[src/rtl/alu16_pkg.sv]
package alu16_pkg;

  // External operation codes. The values are the interface contract.
  typedef enum logic [2:0] {
    OP_ADD  = 3'd0,
    OP_XOR  = 3'd1,
    OP_INC  = 3'd2,
    OP_PASS = 3'd3,
    OP_NIL4 = 3'd4,
    OP_XNOR = 3'd5,
    OP_RSUB = 3'd6,
    OP_NIL7 = 3'd7
  } alu_op_e;

  // Result function chosen inside each slice.
  typedef enum logic [2:0] {
    FN_SUM  = 3'd0,
    FN_XOR  = 3'd1,
    FN_XNOR = 3'd2,
    FN_PASS = 3'd3,
    FN_ZERO = 3'd4
  } slice_fn_e;

  // Control word shared by every slice.
  typedef struct packed {
    logic      inv_a;   // feed ~a into the adder path
    logic      kill_b;  // feed 0 instead of b into the adder path
    logic      cin;     // carry into slice 0
    logic      arith;   // carry-out is meaningful
    slice_fn_e fn;
  } slice_ctrl_t;

endpackage

[src/rtl/alu16_opdec.sv]
module alu16_opdec
  import alu16_pkg::*;
(
  input  logic [2:0]  op_i,
  output slice_ctrl_t ctrl_o
);

  always_comb begin
    ctrl_o = '{inv_a: 1'b0, kill_b: 1'b0, cin: 1'b0, arith: 1'b0, fn: FN_ZERO};
    case (alu_op_e'(op_i))
      OP_ADD:  begin ctrl_o.fn = FN_SUM;  ctrl_o.arith = 1'b1; end
      OP_RSUB: begin ctrl_o.fn = FN_SUM;  ctrl_o.arith = 1'b1;
                     ctrl_o.inv_a = 1'b1; ctrl_o.cin = 1'b1; end
      OP_INC:  begin ctrl_o.fn = FN_SUM;  ctrl_o.arith = 1'b1;
                     ctrl_o.kill_b = 1'b1; ctrl_o.cin = 1'b1; end
      OP_PASS: ctrl_o.fn = FN_PASS;
      OP_XOR:  ctrl_o.fn = FN_XOR;
      OP_XNOR: ctrl_o.fn = FN_XNOR;
      default: ctrl_o.fn = FN_ZERO;
    endcase
  end

endmodule

[src/rtl/alu16_slice.sv]
module alu16_slice
  import alu16_pkg::*;
(
  input  logic        a_i,
  input  logic        b_i,
  input  logic        c_i,
  input  slice_ctrl_t ctrl_i,
  output logic        r_o,
  output logic        g_o,
  output logic        p_o
);

  logic aa, bb;

  always_comb begin
    aa  = a_i ^ ctrl_i.inv_a;
    bb  = b_i & ~ctrl_i.kill_b;
    g_o = aa & bb;
    p_o = aa ^ bb;
    case (ctrl_i.fn)
      FN_SUM:  r_o = p_o ^ c_i;
      FN_XOR:  r_o = a_i ^ b_i;
      FN_XNOR: r_o = ~(a_i ^ b_i);
      FN_PASS: r_o = a_i;
      default: r_o = 1'b0;
    endcase
  end

endmodule

[src/rtl/alu16_carry_net.sv]
// Width must be a multiple of GRP when LOOKAHEAD is set.
module alu16_carry_net #(
  parameter int W         = 16,
  parameter bit LOOKAHEAD = 1'b1,
  parameter int GRP       = 4
) (
  input  logic [W-1:0] g_i,
  input  logic [W-1:0] p_i,
  input  logic         c0_i,
  output logic [W:0]   c_o
);

  localparam int NG = W / GRP;

  assign c_o[0] = c0_i;

  if (LOOKAHEAD) begin : g_cla
    logic [NG:0] cg;
    assign cg[0] = c0_i;

    for (genvar n = 0; n < NG; n++) begin : g_grp
      localparam int BASE = n * GRP;
      logic [GRP:1] gk, pk;

      // Prefix generate/propagate from the group base up to each bit.
      always_comb begin
        logic ga, pa;
        ga = 1'b0;
        pa = 1'b1;
        for (int k = 0; k < GRP; k++) begin
          ga = g_i[BASE+k] | (p_i[BASE+k] & ga);
          pa = pa & p_i[BASE+k];
          gk[k+1] = ga;
          pk[k+1] = pa;
        end
      end

      for (genvar k = 1; k < GRP; k++) begin : g_in
        assign c_o[BASE+k] = gk[k] | (pk[k] & cg[n]);
      end
      assign cg[n+1]          = gk[GRP] | (pk[GRP] & cg[n]);
      assign c_o[BASE+GRP]    = cg[n+1];
    end
  end else begin : g_rip
    for (genvar i = 0; i < W; i++) begin : g_bit
      assign c_o[i+1] = g_i[i] | (p_i[i] & c_o[i]);
    end
  end

endmodule

[src/rtl/alu16_bitslice.sv]
module alu16_bitslice
  import alu16_pkg::*;
#(
  parameter int W         = 16,
  parameter bit LOOKAHEAD = 1'b1
) (
  input  logic [2:0]   op_i,
  input  logic [W-1:0] a_i,
  input  logic [W-1:0] b_i,
  output logic [W-1:0] res_o,
  output logic         cout_o,
  output logic         zero_o
);

  slice_ctrl_t  ctrl;
  logic [W-1:0] gen, prop;
  logic [W:0]   carry;

  alu16_opdec u_dec (
    .op_i   (op_i),
    .ctrl_o (ctrl)
  );

  for (genvar i = 0; i < W; i++) begin : g_slice
    alu16_slice u_sl (
      .a_i    (a_i[i]),
      .b_i    (b_i[i]),
      .c_i    (carry[i]),
      .ctrl_i (ctrl),
      .r_o    (res_o[i]),
      .g_o    (gen[i]),
      .p_o    (prop[i])
    );
  end

  alu16_carry_net #(.W(W), .LOOKAHEAD(LOOKAHEAD), .GRP(4)) u_cn (
    .g_i  (gen),
    .p_i  (prop),
    .c0_i (ctrl.cin),
    .c_o  (carry)
  );

  assign cout_o = ctrl.arith & carry[W];
  assign zero_o = ~|res_o;

endmodule

[config.mk]
export PLATFORM = sky130hd
export DESIGN_NAME = alu16_bitslice
export DESIGN_NICKNAME = d
export VERILOG_FILES = /design/src/rtl/alu16_pkg.sv /design/src/rtl/alu16_opdec.sv /design/src/rtl/alu16_slice.sv /design/src/rtl/alu16_carry_net.sv /design/src/rtl/alu16_bitslice.sv
export SDC_FILE = /design/constraint.sdc
export NUM_CORES = 1
export LEC_CHECK = 0
export ABC_AREA = 1
export BUFFER_PORTS_ARGS = -buffer_cell sky130_fd_sc_hd__clkbuf_2
export CAP_MARGIN = 5
export CORE_UTILIZATION = 30
export DETAILED_ROUTE_END_ITERATION = 8
export SLEW_MARGIN = 0
export SYNTH_ARGS = -nofsm -noshare
export SYNTH_HDL_FRONTEND = slang
export SYNTH_SLANG_ARGS = --single-unit
export TNS_END_PERCENT = 10
[constraint.sdc]
create_clock -name vclk -period 17.89
set_clock_uncertainty 0.2 [all_clocks]
set_input_delay 3.578 -clock vclk [all_inputs]
set_output_delay 3.578 -clock vclk [all_outputs]
set_load 0.02 [all_outputs]
==> results.md, run 1 <==
* Antenna violations before repair at 0
* FMAX at 0.0904 GHz
* Hold_sp: op_i[1]
* Largest net degree at the start of global routing at 17
* Req. time, crit path at 14.11 ns
* Final Util at 34.3%
* Share of the synthesized area in the top cell type at 23.2%
* Worst Tran Pin Value at 0.703 ns
* Critical path class: input port to primary output
* Setup TNS at 0 ns
* Synth warn at 0
* Period utilisation layout at 61.8%
* I/O pin cnt at 53
* Worst VDD drop at 0.0165 mV
* Vias in the first global route at 1945
* Crit path capture type: primary output
* Worst setup SP type: input port
* RSZ-0062 raised after global routing: false
* Final Hold Viols at 0
* Tightest Hold Check Type: input port to primary output
* Post-synth top area cell: nand2_1
* Slowest cell on the critical path: fa_1
* Drt first-iter violations at 100
* Routed Antenna Nets at 0
* Post-synthesis compound-gate area fraction at 8.30%
* Post-synthesis adder-cell area fraction at 14.2%
* Setup bufs post-CTS at 0
* Outcome: finished clean
* Global-route wire length before repair at 8.78 mm
* Die Ht at 83.1 um
* DR pass1 iterations at 4
* Post-cts resize count at 0
* Buffers on Ports at 53
* Layout cell share with drive strength beyond 1 at 19.0%
* Max_slew headroom at 53.1%
* Synth top area cells: nand2_1 23%, inv_1 12%, ha_1 10%
* Sequential Area at 0 um2
* Post-synth net total at 423
* Slew Limit Fails at 0
* Final Net Count at 458
* Via count at 2100
* Final Critical Period at 11.06 ns
* Core Area at 0.00635 mm2
* WHS Endpoint: cout_o
* Routability cong. at 0.821
* Post-DP HPWL at 4.17 mm
* Horiz. Die Dim at 83.1 um
* Yosys cell types at 28
* Most used cell, CP: nand2_1
* Die area at 0.00691 mm2
* Rows at 29
* Cell Pwr Density at 39.8 mW/mm2
* CTS Hold Bufs at 0
* Max-cap viol count at 0
* Worst setup margin at 6.83 ns
* Synthesized area at 0.00197 mm2
* Slowest stage delay, CP at 0.48 ns
* Synth Area in Simple Gates at 42.3%
* Final setup vio count at 0
* Grt total ovfl at 0
* Area grow syn2layout at 10.3%
* Most frequent cell after synthesis: nand2_1
* Pleak at 1.43 nW
* Synth cell count leaders: 122 x nand2_1, 65 x inv_1, 44 x nor2_1
* Register area share after synthesis at 0%
* Min Hold Slack at 7.42 ns
* Synth Area in XOR/XNOR at 13.3%
* Crit Path Max Fanout at 16
* Main combinational cell family by area after synthesis: simple AND/OR/NAND/NOR gates
* Remaining DRCs at 0
* WL per Instance at 10.7 um
* Dpl ws at 6.84 ns
* Clock buffer count at 0
* Multiplexer share of the synthesized area at 0%
* WHS Path Cells at 4
* Worst path arrival time at 7.29 ns
* Via/cell ratio at 4.39
* Final WL at 5.11 mm
* Seq cells at 0
* Syn Area/Cell at 5.37 um2
* N_diodes at 0
* Starting Density at 31.1%
* Cell count after synthesis at 368
* Overall Global Routing Usage at 15.0%
## cell families (layout without fill, tap and decap cells)
group | count (synthesis) | in the layout
and+or+nand+nor | 200 | 200
buffers and inverters | 91 | 124
xor gates and xnor gates | 30 | 30
AOI/OAI and AO/OA | 27 | 27
adders and majority gates | 20 | 20
## how the worst max path moves through the flow
stage / start / to / slack, ns / depth (start not counted)
floorplan: op_i[0] / zero_o / 7.05 / 28
global placement: op_i[0] / zero_o / 6.91 / 32
detailed placement: op_i[0] / zero_o / 6.84 / 32
CTS: op_i[0] / zero_o / 6.82 / 32
global route: op_i[0] / zero_o / 6.39 / 32
finish: op_i[0] / zero_o / 6.83 / 32
## cells in the final DEF, fill, tap and decap left out, drive strengths merged
cell,synthesis,routed
fa,4,4
and3,1,1
a221oi,2,2
o211ai,3,3
xor2,21,21
nand3,18,18
clkbuf,1,53
a21o,3,3
xnor2,9,9
nor2,49,49
nand2,129,129
a21oi,13,13
inv,69,69
o21ai,5,5
or2,2,2
buf,21,2
ha,16,16
nand3b,1,1
a22oi,1,1
## worst max-delay path, delay by kind of cell
kind | cells | cell delay [ns]
simple gates | 22 | 1.86
fa+ha+maj | 2 | 0.85
compound gates | 1 | 0.08
buf+inv | 6 | 0.77
xor+xnor | 1 | 0.12
## layer usage
| layer | up-vias | part of all wire (%) | track usage [%] | wire length [um] |
|---|---|---|---|---|
| met5 | - | 0 | 0 | 0 |
| met4 | 0 | 1.2 | 1.72 | 63 |
| met3 | 4 | 5.3 | 0.895 | 269 |
| met2 | 59 | 43 | 25.4 | 2220 |
| met1 | 878 | 50 | 21.4 | 2560 |
| li1 | 1159 | - | - | - |
## metrics by stage
stage	std cells	total power [mW]	area (um2)
after CTS	478	0.0869	2180
after floorplan	368	0.0720	1970
after global routing	478	0.0982	2180
after global placement	478	0.0858	2180
after detailed placement	478	0.0865	2180
final	478	0.0866	2180
## where the power goes
group | internal (mW) | switching [mW]
clock network | 0 | 0
logic | 0.0316 | 0.0550
registers | 0 | 0
total | 0.0316 | 0.0550
## area by class of cell
type	instances	area [um2]
tap	77	96.3
timing repair buffer	55	280
multi-input combinational	277	1540
fill	737	4170
inverter	69	259
Note: power is estimated with default switching activity, not from simulation.
==> inputs of run 2 (changes only) <==
--- a/config.mk
+++ b/config.mk
@@ -5,7 +5,7 @@
 export SDC_FILE = /design/constraint.sdc
 export NUM_CORES = 1
 export LEC_CHECK = 0
-export ABC_AREA = 1
+export ABC_AREA = 0
 export BUFFER_PORTS_ARGS = -buffer_cell sky130_fd_sc_hd__clkbuf_2
 export CAP_MARGIN = 5
 export CORE_UTILIZATION = 30
==> constraint.sdc (replaced) <==
create_clock -name vclk -period 9
set_clock_uncertainty 0.2 [all_clocks]
set_input_delay 1.8 -clock vclk [all_inputs]
set_output_delay 1.8 -clock vclk [all_outputs]
set_load 0.02 [all_outputs]
==> results.md, run 2 <==
* Synthesized area at 0.00186 mm2 (-5.6%)
* Clock buffer count at 0 (unchanged)
* Setup TNS at 0 ns (unchanged)
* FMAX at 0.116 GHz
* Cell Pwr Density at 79.5 mW/mm2 (+100%)
* Dpl ws at 0.227 ns (-6.61 ns)
* Final setup vio count at 0 (unchanged)
* I/O pin cnt at 53 (unchanged)
* Synth warn at 0 (unchanged)
* Worst VDD drop at 0.0364 mV (+120%)
* Remaining DRCs at 0 (unchanged)
* Synth top area cells: xnor2_1 16%, ha_1 11%, a211oi_1 7.7%
* Layout filler cell count at 665 (-9.8%)
* Rows at 28 (-3.4%)
* Pleak at 0.961 nW (-33%)
* Critical path cell sequence: clkbuf_2 > inv_2 > nor2_1 > nand2_1 > buf_4 > xnor2_1 > ha_1 > nand4b_1 > a21oi_1 > o21ai_2 > nand2_1 > a21oi_1 > fa_1 > xor2_1 > o22ai_1 > or4_1 > or4_1 > or4_1 > a2111oi_4 > clkbuf_2
* Final Hold Viols at 0 (unchanged)
* Sequential Area at 0 um2 (unchanged)
* Share of the synthesized area in the top cell type at 16.0% (-7.2 points)
* Slowest cell on the critical path: or4_1
* Critical Path Start: op_i[1]
* Hold_sp: op_i[0]
* RSZ-0062 raised after global routing: false
* Top delay family on crit path: simple AND/OR/NAND/NOR gates
* Most used cell, CP: or4_1
* Via/cell ratio at 5.15 (+17%)
* Tightest Hold Check Type: input port to primary output
* WL per Instance at 13.5 um (+26%)
* Buffers on Ports at 53 (unchanged)
* Period utilisation layout at 95.5%
* Grt total ovfl at 0 (unchanged)
* Yosys cell types at 41 (+46%)
* Final Util at 35.1% (+0.84 points)
* Starting Density at 31.3% (+0.19 points)
* Post-synth net total at 326 (-23%)
* Min Hold Slack at 3.92 ns (-3.50 ns)
* Via count at 1940 (-7.6%)
* Max_slew headroom at 46.3% (-6.8 points)
* Routability cong. at 0.925 (+13%)
* Buf/Inv on CP at 4 (-2)
* Max-cap viol count at 0 (unchanged)
* Layout cell share with drive strength beyond 1 at 21.5% (+2.6 points)
* Drt first-iter violations at 59 (-41%)
* Cell count after synthesis at 271 (-26%)
* Final WL at 5.08 mm (-0.59%)
* Commonest non-fill, non-tap cell in the layout: clkbuf_2
* Crit path capture type: primary output
* Core Area at 0.00596 mm2 (-6.2%)
* DR pass1 iterations at 4 (unchanged)
* Antenna violations before repair at 0 (unchanged)
* Most frequent cell after synthesis: xnor2_1
* Outcome: finished clean
* Post-DP HPWL at 4.20 mm (+0.76%)
* Multi-input combinational cell area at 0.00158 mm2 (+2.7%)
* Die Ht at 80.8 um (-2.8%)
* Horiz. Die Dim at 80.8 um (-2.8%)
* Placed Cells at 377 (-21%)
* Slew Limit Fails at 0 (unchanged)
* Largest net degree at the start of global routing at 37 (+20)
* Register area share after synthesis at 0% (unchanged)
* Worst path arrival time at 6.59 ns (-0.70 ns)
* CTS Hold Bufs at 0 (unchanged)
* Crit Path Max Fanout at 12 (-4)
* Design Area, Final at 0.00209 mm2 (-3.9%)
* Syn Area/Cell at 6.87 um2 (+28%)
* Area grow syn2layout at 12.3%
* Global-route wire length before repair at 8.31 mm (-5.3%)
* Placed inst area at 0.00209 mm2 (-4.1%)
* Worst setup SP type: input port
* Non-filler instance count after layout at 377 (-21%)
* Req. time, crit path at 7.00 ns (-7.11 ns)
* Overall power at 0.166 mW (+92%)
* N_diodes at 0 (unchanged)
* Final Critical Period at 8.59 ns
* Routed Antenna Nets at 0 (unchanged)
* Worst setup margin at 0.408 ns (-6.42 ns)
* Synth cell count leaders: 34 x xnor2_1, 23 x inv_1, 22 x o21ai_0
* Vias in the first global route at 1719 (-12%)
* Overall Global Routing Usage at 15.7% (+0.74 points)
* Commonest cells after routing, fill and taps aside: 53 x clkbuf_2, 34 x xnor2_1, 23 x inv_1
* Final Net Count at 359 (-22%)
* Die area at 0.00653 mm2 (-5.5%)
* Critical path class: input port to primary output
* Post-synth top area cell: xnor2_1
* Slowest stage delay, CP at 0.59 ns (+0.11 ns)
* Worst Tran Pin Value at 0.785 ns (+0.0819 ns)
* Seq cells at 0 (unchanged)
## run 2: cell types whose count changed in the layout (fill, tap and decap cells not counted), moves of 17 or more
cell      delta
a211oi_1    +19
nor2_1      -35
inv_1       -42
xnor2_1     +25
nand2_1    -107
o21ai_0     +17
## run 2: cells by family after synthesis
family | synth area share, %
AO/OA/AOI/OAI | 30.7
XOR/XNOR | 19.7
adder cells (fa/ha/maj) | 15.0
buffers and inverters | 16.0
multiplexers | 0.537
AND/OR/NAND/NOR | 18.0
## run 2: worst min-delay path: stages
cell	delay, ns
clkbuf_2	0.16
o21ai_0	0.13
nand2_1	0.07
clkbuf_2	0.15
## run 2: worst paths after layout
| check | depth (start not counted) | to | slack, ns |
|---|---|---|---|
| worst max-delay path | 20 | zero_o | 0.41 |
| worst min-delay path | 4 | res_o[11] | 3.92 |
## run 2: layer usage
metal	vias to the layer above	track usage [%]	share of wire, %
met3	4	0.787	3.3
li1	1009	-	-
met4	0	1.79	0.61
met5	-	0	0
met2	37	27.5	48
met1	890	21.7	48
## run 2: cell type report
cell class                      count  share of cell area (%)
Multi-Input combinational cell    217                    75.7
Timing Repair Buffer               61                    15.6
Tap cell                           75                    4.49
Inverter                           24                    4.31
## run 2: where the power goes
part	internal (mW)	switching, mW
Clock	0	0
Combinational	0.0674	0.0990
Sequential	0	0
## run 2: what timing repair did
action | CTS | global route
resized for setup | 0 | 4
buffers inserted | 0 | 0
endpoints found under the setup margin | 0 | 1
==> inputs of run 3 (changes only) <==
--- a/config.mk
+++ b/config.mk
@@ -10,6 +10,7 @@
 export CAP_MARGIN = 5
 export CORE_UTILIZATION = 30
 export DETAILED_ROUTE_END_ITERATION = 8
+export RECOVER_POWER = 100
 export SLEW_MARGIN = 0
 export SYNTH_ARGS = -nofsm -noshare
 export SYNTH_HDL_FRONTEND = slang
==> results.md, run 3 (synthesized netlist as in run 2, its figures left out) <==
* DR pass1 iterations at 4 (unchanged)
* CTS Hold Bufs at 0 (unchanged)
* RSZ-0062 raised after global routing: false
* Int Pwr at 0.0649 mW (-3.7%)
* Setup TNS at 0 ns (unchanged)
* Critical path class: input port to primary output
* WL per Instance at 13.4 um (-0.26%)
* Slew Limit Fails at 0 (unchanged)
* Final Critical Period at 8.59 ns (-0.00292 ns)
* Max-cap viol count at 0 (unchanged)
* Worst path arrival time at 6.59 ns (about the same)
* N_diodes at 0 (unchanged)
* Commonest cells after routing, fill and taps aside: 40 x clkbuf_2, 34 x xnor2_1, 23 x inv_1
* Sw power at 0.0989 mW (-0.12%)
* Largest net degree at the start of global routing at 37 (unchanged)
* Global-route wire length before repair at 8.31 mm (unchanged)
* Min Hold Slack at 3.91 ns (-0.00813 ns)
* Area grow syn2layout at 11.4%
* Period utilisation layout at 95.4% (about the same)
* Placed inst area at 0.00209 mm2 (unchanged)
* Slowest cell on the critical path: or4_1
* Die area at 0.00653 mm2 (unchanged)
* Routability cong. at 0.925 (unchanged)
* Clock buffer count at 0 (unchanged)
* I/O pin cnt at 53 (unchanged)
* Via count at 1944 (+0.21%)
* Design Area, Final at 0.00208 mm2 (-0.78%)
* Outcome: finished clean
* FMAX at 0.116 GHz (about the same)
* Buffers on Ports at 53 (unchanged)
* Setup bufs post-CTS at 0 (unchanged)
* Critical path destination: zero_o
* Power share of the clock group at 0% (unchanged)
* Slowest stage delay, CP at 0.59 ns (about the same)
* Tightest Hold Check Type: input port to primary output
* Remaining DRCs at 0 (unchanged)
* Req. time, crit path at 7.00 ns (about the same)
* Most used cell, CP: or4_1
* Layout cell share with drive strength beyond 1 at 17.2% (-4.3 points)
* Drt first-iter violations at 52 (-12%)
* Vias in the first global route at 1719 (unchanged)
* Final Net Count at 359 (unchanged)
* Final Hold Viols at 0 (unchanged)
* Routed Antenna Nets at 0 (unchanged)
* Grt total ovfl at 0 (unchanged)
* Logic pwr share at 100.0% (about the same)
* Core Area at 0.00596 mm2 (unchanged)
* Starting Density at 31.3% (unchanged)
* Crit Path Max Fanout at 12 (unchanged)
* Worst setup SP type: input port
* Post-DP HPWL at 4.20 mm (unchanged)
* Critical path cell sequence: clkbuf_2 > inv_2 > nor2_1 > nand2_1 > buf_4 > xnor2_1 > ha_1 > nand4b_1 > a21oi_1 > o21ai_2 > nand2_1 > a21oi_1 > fa_1 > xor2_1 > o22ai_1 > or4_1 > or4_1 > or4_1 > a2111oi_4 > clkbuf_2
* Overall Global Routing Usage at 15.7% (unchanged)
* Hold_sp: op_i[0]
* Antenna violations before repair at 0 (unchanged)
* Seq cells at 0 (unchanged)
* Rows at 28 (unchanged)
* Sw Ratio at 60.4% (+0.89 points)
* Post-cts resize count at 0 (unchanged)
* Sequential power share at 0% (unchanged)
* Multi-input combinational cell area at 0.00158 mm2 (unchanged)
* Max_slew headroom at 46.4% (about the same)
* Die Ht at 80.8 um (unchanged)
* Commonest non-fill, non-tap cell in the layout: clkbuf_2
* Final WL at 5.07 mm (-0.26%)
* Cell Pwr Density at 78.9 mW/mm2 (-0.81%)
* Critical Path Start: op_i[1]
* Worst Tran Pin Value at 0.784 ns (-0.000365 ns)
* Crit path capture type: primary output
* Layout filler cell count at 676 (+1.7%)
* Top delay family on crit path: simple AND/OR/NAND/NOR gates
* Horiz. Die Dim at 80.8 um (unchanged)
* Worst VDD drop at 0.0353 mV (-3.0%)
* Sequential Area at 0 um2 (unchanged)
* Via/cell ratio at 5.16 (+0.21%)
* Final setup vio count at 0 (unchanged)
* Buf/Inv on CP at 4 (unchanged)
* CP Depth at 20 (unchanged)
* Pleak at 0.920 nW (-4.3%)
## run 3: cell counts in the layout (fill, tap and decap cells not counted)
Identical to the previous run, type by type.
## run 3: tightest hold or removal path, stage by stage
cell and delay, ns:
clkbuf_2 0.15, o21ai_0 0.13, nand2_1 0.07, clkbuf_2 0.15
## run 3: layer usage
layer  global-route usage [%]  up-vias  wire (um)
li1                         -     1010          -
met1                     21.7      894       2420
met2                     27.5       36       2460
met3                    0.787        4        157
met4                     1.79        0         31
met5                        0        -          0
## run 3: power groups by stage
| stage | Sequential [mW] | Combinational [mW] | Clock [mW] |
|---|---|---|---|
| final | 0 | 0.164 | 0 |
| after global routing | 0 | 0.182 | 0 |
| after CTS | 0 | 0.166 | 0 |
| after detailed placement | 0 | 0.166 | 0 |
| after global placement | 0 | 0.165 | 0 |
| after floorplan | 0 | 0.135 | 0 |
## run 3: worst min path at each step
stage	to	slack, ns	depth (start not counted)
after floorplan	res_o[1]	3.77	4
after global placement	res_o[11]	3.92	4
after detailed placement	res_o[11]	3.93	4
after CTS	res_o[11]	3.93	4
after global routing	res_o[11]	4.00	4
final	res_o[11]	3.91	4
## run 3: cell type report
class              count  area share [%]
well taps             75            4.52
inverters             24            4.34
multi-input cells    217            76.3
repair buffers        61            14.9
## run 3: metrics by stage
stage                     worst slack [ns]  cells  power (mW)  util [%]
final                                0.411    377       0.164      34.9
after floorplan                     0.0411    271       0.135         -
after CTS                            0.215    377       0.166      35.0
after global placement               0.373    377       0.165      35.0
after detailed placement             0.227    377       0.166      35.0
after global routing                0.0508    377       0.182      34.9
